### src/rtl/irqc_pkg.sv
package irqc_pkg;

   typedef enum logic [1:0] {
      CMD_START  = 2'd0,
      CMD_STATUS = 2'd1,
      CMD_OTHER  = 2'd2
   } cmd_kind_e;

   typedef enum logic [1:0] {
      STEP_IDLE = 2'd0,
      STEP_BASE = 2'd1,
      STEP_CASC = 2'd2,
      STEP_MODE = 2'd3
   } step_e;

   function automatic cmd_kind_e decode_cmd(input logic [7:0] w);
      if (w[4])      return CMD_START;
      else if (w[3]) return CMD_STATUS;
      else           return CMD_OTHER;
   endfunction

   function automatic logic start_unsupported(input logic [7:0] w);
      return (|w[7:5]) | (|w[3:1]);
   endfunction

   function automatic logic mode_unsupported(input logic [7:0] w);
      return ~w[0] | w[4];
   endfunction

endpackage

### src/rtl/irqc_seq_ctrl.sv
module irqc_seq_ctrl
   import irqc_pkg::*;
(
   input  logic  clk,
   input  logic  rst_n,
   input  logic  start,
   input  logic  want_mode,
   input  logic  data_wr,
   output step_e step
);

   logic has_mode_q;

   always_ff @(posedge clk) begin
      if (!rst_n) begin
         step       <= STEP_IDLE;
         has_mode_q <= 1'b0;
      end else if (start) begin
         step       <= STEP_BASE;
         has_mode_q <= want_mode;
      end else if (data_wr) begin
         case (step)
            STEP_BASE: step <= STEP_CASC;
            STEP_CASC: step <= has_mode_q ? STEP_MODE : STEP_IDLE;
            STEP_MODE: step <= STEP_IDLE;
            default:   step <= STEP_IDLE;
         endcase
      end
   end

endmodule

### src/rtl/irqc_cfg_regs.sv
module irqc_cfg_regs
   import irqc_pkg::*;
#(
   parameter int unsigned LINES = 8,
   parameter int unsigned VEC_W = 8,
   parameter logic [LINES-1:0] MASK_RST = '1
) (
   input  logic             clk,
   input  logic             rst_n,
   input  logic             cmd_wr,
   input  cmd_kind_e        kind,
   input  logic             data_wr,
   input  step_e            step,
   input  logic [7:0]       wdata,
   output logic [LINES-1:0] mask_q,
   output logic [VEC_W-1:0] base_q,
   output logic             aeoi_q,
   output logic             spec_q,
   output logic             rd_isr_q,
   output logic             err_q
);

   always_ff @(posedge clk) begin
      if (!rst_n) begin
         mask_q   <= MASK_RST;
         base_q   <= '0;
         aeoi_q   <= 1'b0;
         spec_q   <= 1'b0;
         rd_isr_q <= 1'b0;
         err_q    <= 1'b0;
      end else if (cmd_wr) begin
         case (kind)
            CMD_START: begin
               err_q    <= start_unsupported(wdata);
               aeoi_q   <= 1'b0;
               spec_q   <= 1'b0;
               rd_isr_q <= 1'b0;
            end
            CMD_STATUS: begin
               if (wdata[6]) spec_q   <= wdata[5];
               if (wdata[1]) rd_isr_q <= wdata[0];
               if (wdata[2]) err_q    <= 1'b1;
            end
            default: ;
         endcase
      end else if (data_wr) begin
         case (step)
            STEP_IDLE: mask_q <= wdata[LINES-1:0];
            STEP_BASE: base_q <= wdata[VEC_W-1:0];
            STEP_MODE: begin
               aeoi_q <= wdata[1];
               if (mode_unsupported(wdata)) err_q <= 1'b1;
            end
            default: ;
         endcase
      end
   end

endmodule

### src/rtl/irqc_vec_gen.sv
module irqc_vec_gen #(
   parameter int unsigned LINES = 8,
   parameter int unsigned VEC_W = 8,
   parameter bit          ALIGN = 1'b0
) (
   input  logic [VEC_W-1:0]       base,
   output logic [LINES*VEC_W-1:0] line_vec
);

   logic [VEC_W-1:0] base_eff;

   generate
      if (ALIGN) begin : g_align
         localparam logic [VEC_W-1:0] LOW_BITS = VEC_W'(LINES - 1);
         assign base_eff = base & ~LOW_BITS;
      end else begin : g_plain
         assign base_eff = base;
      end

      for (genvar n = 0; n < LINES; n++) begin : g_line
         assign line_vec[n*VEC_W +: VEC_W] = base_eff + VEC_W'(n);
      end
   endgenerate

endmodule

### src/rtl/irqc_init_seq.sv
module irqc_init_seq
   import irqc_pkg::*;
#(
   parameter int unsigned LINES      = 8,
   parameter int unsigned VEC_W      = 8,
   parameter bit          BASE_ALIGN = 1'b0,
   parameter logic [LINES-1:0] MASK_RST = '1
) (
   input  logic                   clk,
   input  logic                   rst_n,
   input  logic                   cmd_we,
   input  logic                   data_we,
   input  logic [7:0]             wdata,
   output logic [LINES-1:0]       mask,
   output logic [LINES*VEC_W-1:0] line_vec,
   output logic                   auto_eoi,
   output logic                   special_mode,
   output logic                   rd_isr,
   output logic                   init_busy,
   output logic                   mode_err
);

   generate
      if (LINES < 1 || LINES > 8) begin : g_bad_lines
         $error("irqc_init_seq: LINES must be 1..8");
      end
      if (VEC_W < 1 || VEC_W > 8) begin : g_bad_vecw
         $error("irqc_init_seq: VEC_W must be 1..8");
      end
      if (LINES > (1 << VEC_W)) begin : g_bad_fit
         $error("irqc_init_seq: LINES exceeds vector range");
      end
   endgenerate

   cmd_kind_e        kind;
   step_e            step;
   logic             data_wr;
   logic             start;
   logic [VEC_W-1:0] base;

   assign kind    = decode_cmd(wdata);
   assign data_wr = data_we & ~cmd_we;
   assign start   = cmd_we & (kind == CMD_START);

   irqc_seq_ctrl u_seq (
      .clk       (clk),
      .rst_n     (rst_n),
      .start     (start),
      .want_mode (wdata[0]),
      .data_wr   (data_wr),
      .step      (step)
   );

   irqc_cfg_regs #(
      .LINES    (LINES),
      .VEC_W    (VEC_W),
      .MASK_RST (MASK_RST)
   ) u_regs (
      .clk      (clk),
      .rst_n    (rst_n),
      .cmd_wr   (cmd_we),
      .kind     (kind),
      .data_wr  (data_wr),
      .step     (step),
      .wdata    (wdata),
      .mask_q   (mask),
      .base_q   (base),
      .aeoi_q   (auto_eoi),
      .spec_q   (special_mode),
      .rd_isr_q (rd_isr),
      .err_q    (mode_err)
   );

   irqc_vec_gen #(
      .LINES (LINES),
      .VEC_W (VEC_W),
      .ALIGN (BASE_ALIGN)
   ) u_vec (
      .base     (base),
      .line_vec (line_vec)
   );

   assign init_busy = (step != STEP_IDLE);

endmodule

### config.mk
export PLATFORM = sky130hd
export DESIGN_NAME = irqc_init_seq
export DESIGN_NICKNAME = d
export VERILOG_FILES = /design/src/rtl/irqc_pkg.sv /design/src/rtl/irqc_seq_ctrl.sv /design/src/rtl/irqc_cfg_regs.sv /design/src/rtl/irqc_vec_gen.sv /design/src/rtl/irqc_init_seq.sv
export SDC_FILE = /design/constraint.sdc
export NUM_CORES = 1
export LEC_CHECK = 0
export ABC_CLOCK_PERIOD_IN_PS = 4600
export BUFFER_PORTS_ARGS = -buffer_cell sky130_fd_sc_hd__clkbuf_2
export CORE_UTILIZATION = 45
export DETAILED_ROUTE_END_ITERATION = 8
export HOLD_SLACK_MARGIN = 0.06
export PLACE_DENSITY = 0.86
export SYNTH_ARGS = -nofsm -noshare
export SYNTH_HDL_FRONTEND = slang
export SYNTH_SLANG_ARGS = --single-unit
### constraint.sdc
create_clock -name clk -period 4.6 [get_ports clk]
set_input_delay 0.23 -clock clk [delete_from_list [all_inputs] [get_ports clk]]
set_output_delay 0.23 -clock clk [all_outputs]
set_load 0.1 [all_outputs]
---- Word-level counts from Yosys, hierarchy flattened ----
Cells that the tools add are included.
Widths: inputs -> output; s select.
word-level totals
  register bits after elaboration ......... 23
  logic and storage cells ................. 69
cells by class
  $add $sub $neg .......................... 7
  multiplexer cells ....................... 20
  eq/ne operators ......................... 9
  bitwise gates (word level) .............. 7
  reductions and logical operators ........ 17
operators with widths
  kind                 count
  $add 8x3->8 const B  4
  $add 8x2->8 const B  2
  $reduce_and 3->1     5
  $mux 1               13
  $reduce_bool 2->1    6
  $add 8x1->8 const B  1
  $mux 2               3
  $pmux 1 s2           3
  $reduce_or 3->1      2
  $reduce_and 5->1     1
  $eq 2x1->1 const B   2
  $eq 2x2->1 const B   2
  $logic_not 2->1      2
  $ne 2x2->1 const B   2
  $pmux 2 s2           1
  $ne 3x1->1 const B   1
  $ne 3x3->1 const B   1
  $not 1->1            3
  $and 1x1->1          2
  $ne 2x1->1 const B   1
  $or 1x1->1           2
  $reduce_or 2->1      1

---- Logic depth before layout (Yosys ltp) ----
  depth after elaboration ................. 6
  mapped depth ............................ 6

---- By module ----
A second synthesis with hierarchy kept.
second synthesis, totals
  cell total of the unflattened synthesis .. 231
  area, all modules ....................... 1,919.3 µm²
modules (own cells, without submodules)
  module         instances  cells an instance  area each (µm²)  seq. area each (µm²)
  irqc_vec_gen   1          116                867.1            0.0
  irqc_cfg_regs  1          92                 830.8            400.4
  irqc_seq_ctrl  1          18                 192.7            60.1
  irqc_init_seq  1          5                  28.8             0.0

---- Worst setup path before layout ----
No wires, ideal clock.
  path kind ............................... register to output
  start point ............................. register u_regs.base_q[0]
  end point ............................... output port line_vec[58]
  required time ........................... 4,370 ps
  buffers on the path ..................... 0
  data arrival time ....................... 5,021 ps
  stages on the path, launching flop included .. 5
  setup slack ............................. -651 ps
  cell sequence ........................... dfxtp_1 -> inv_1 -> ha_1 -> xnor2_1 -> inv_1
between the ends
  cells in the longest elaborated chain, start to end .. 1
ends and longest elaborated chain
  element                 line                 text
  from (decl)             irqc_cfg_regs.sv:16  output logic [VEC_W-1:0] base_q,
  from (signal assigned)  irqc_cfg_regs.sv:49  STEP_BASE: base_q <= wdata[VEC_W-1:0];
  $add 8x3->8             irqc_vec_gen.sv:21   assign line_vec[n*VEC_W +: VEC_W] = base_eff + VEC_W'(n);
  to (decl)               irqc_init_seq.sv:15  output logic [LINES*VEC_W-1:0] line_vec,
Every way passes these cells.

---- Worst setup path after layout ----
  start point ............................. register u_regs.base_q[3]
  end point ............................... output port line_vec[30]
between the ends
  cells in the longest elaborated chain, start to end .. 1
ends and longest elaborated chain
  element      line
  $add 8x2->8  irqc_vec_gen.sv:21
Every way passes these cells.

==> run metrics <==
status=complete, no violations; clk slew on worst S/H paths=0.08 ns; final setup TNS=0 ns; CP delay by family, top=flip-flops; Starting Density=47.4%; Synth Instances=218; Final Hold Fails=0; Peak Freq=374 MHz; share of layout cells above drive strength 1=33.1%; worst path required time=4.37 ns; # resized after CTS=0; die area=4140 sq um; flops & latches, synth=23; vias in the first global route=1,488; Congestion Overflow GR=0; Placer Congestion=0.831; most frequent cells after synthesis=nand2_1 (27), dfxtp_1 (23), nand3_1 (20); final worst clock skew=0.00166 ns; Post-synth ARST share=0%; count leader, synth=nand2_1; Final Cycle Share=58.0%; Total GRT Usage=20.6%; max-slew violation count=0; Area growth syn-to-layout=23.6%; # DRC=0; Post-CTS Hold Fix Bufs=0; Rel. slew slack=51.4%; Detail Route Antenna Nets=0; drt first pass iters=4; Tmin final=2.67 ns; Synthesized Nets=243; TritonCTS clock tree=yes; Post-synth top flop=dfxtp_1; DR iter-0 viols=100; hold slack=0.242 ns; DIE HEIGHT=64.3 um; clock tree sinks=23; Die Wd=64.3 um; Data arrival, critical path=2.44 ns; Rows=22; initial antenna violation count=0; Ys Warns=0; post-synthesis sequential area ratio=26.3%; H-tree depth=1; crit path launch type=register; Detailed Place HPWL=3240 um; VDD IR max=0.189 mV; Post-synth EDFFs=0; CTS Buf Count=3; Critical Path Fanout Max=15; n_diodes=0; Lkg Pwr=1.19 nW; Worst-Skew Late Latency=0.26 ns; Root Buffer=clkbuf_8; port bufs=88; Synth top area share=26.3%; largest net degree at the start of global routing=23; pwr dens=260 nW/um^2; critical path class=register to output port; RSZ-0062 raised after global routing=false; clock buffer depth=2; MaxCap Viol Count=0; ranking of synthesized cells by area=dfxtp_1 (26%), xnor2_1 (9.5%), ha_1 (9.3%); vias=1,693; Worst-Margin Slew=0.728 ns; Cell Area, Synth=1750 sq um; CP peak stage delay=0.71 ns; syn_area_per_cell=8.02 sq um; Total Routed Length=4150 um; # IOs=89; Finish-stage setup viols=0; cell taking the most area after synthesis=dfxtp_1; Slowest cell on crit path=dfxtp_1; HP Class=input pin to register; Post-CTS Setup Inserts=0; critical path capture point type=output port; Routed WL per cell=12.4 um; Synth cell types=31; core area=3690 sq um; vias per cell=5.05; cell chain of the critical path=ha_1, nand3_1, nor2_1, xor2_1, clkbuf_2; first-pass GRT wire length=6830 um; crit path buf inv count=1; nets=313
## per-layer routing
layer  GRT usage (%)  share of wire (%)
met5               0                  0
met4            6.39                1.2
met3            3.21                7.0
met2            36.2                 48
met1            25.4                 44
## stage by stage
| stage | cells | util [%] | area, sq um | power [mW] | worst slack [ns] |
|---|---|---|---|---|---|
| CTS | 335 | 58.6 | 2160 | 0.566 | 1.92 |
| detailed placement | 331 | 57.4 | 2120 | 0.443 | 2.23 |
| global route | 335 | 58.6 | 2160 | 0.584 | 1.75 |
| global placement | 331 | 57.4 | 2120 | 0.441 | 2.31 |
| floorplan | 218 | - | 1760 | 0.411 | 0.162 |
| finish | 335 | 58.6 | 2160 | 0.562 | 1.93 |
## flip-flops by register name (all words and copies together) (netlist names)
| register | flops |
|---|---|
| u_seq.step | 2 |
| u_regs.spec_q | 1 |
| u_regs.mask_q | 8 |
| u_regs.base_q | 8 |
| u_regs.rd_isr_q | 1 |
| u_regs.aeoi_q | 1 |
| u_seq.has_mode_q | 1 |
| u_regs.err_q | 1 |
## worst min-delay path, stage by stage
cell	delay (ns)
clkbuf_2	0.12
nand2_1	0.05
nand3_1	0.07
## worst paths after layout
path / from / to / slack [ns] / depth (start not counted)
worst max-delay path: u_regs.base_q[3] / line_vec[30] / 1.93 / 5
worst min-delay path: wdata[7] / u_regs.mask_q[7] / 0.24 / 3
worst max register to register: u_seq.step[1] / u_regs.base_q[6] / 3.15 / 5
worst min register to register: u_regs.mask_q[6] / u_regs.mask_q[6] / 0.48 / 2
## power by group
group	leakage, nW	internal, mW	switching, mW	total (mW)
sequential	0.188	0.207	0.0102	0.218
combinational	0.972	0.0341	0.186	0.220
clock	0.0255	0.0604	0.0636	0.124
## layout make-up
cell class	count	area (sq um)
inverter	11	41.3
sequential	23	460
clock buffer	3	41.3
clock inverter	1	5.00
fill	362	1530
multi-input combinational	161	1110
tap	48	60.1
timing repair buffer	88	440
## cells in the final DEF (no fill, tap or decap)
master	Yosys	final
nor2b_1	10	10
a21boi_0	5	5
nor4_1	1	1
clkbuf_2	0	88
or4_1	1	1
a21oi_1	5	5
inv_1	11	11
a211oi_1	1	1
nor4b_1	1	1
nand3_1	20	20
nand2b_1	1	1
clkinv_2	0	1
nand3b_1	3	3
and4_1	1	1
and2_1	1	1
xnor2_2	0	1
and3_2	1	1
mux2i_1	8	8
dfxtp_1	23	23
xor2_1	17	17
a21o_1	1	1
and3b_1	2	2
nand2_1	27	27
ha_1	13	13
nor4_2	1	1
o211ai_1	1	1
nand4b_1	1	1
xnor2_1	19	18
nand4_1	3	3
clkbuf_8	0	3
nor2_1	16	16
o21bai_1	1	1
## kinds of logic after synthesis
logic type / after synthesis / share of synthesized area [%]
and+or+nand+nor: 90 / 26.0
adders and majority gates: 13 / 9.30
AOI/OAI and AO/OA: 14 / 5.29
DFF: 23 / 26.3
muxes: 8 / 4.58
buffers and inverters: 34 / 10.4
xor gates and xnor gates: 36 / 18.0
No activity file was read; power rests on OpenSTA's default activity.
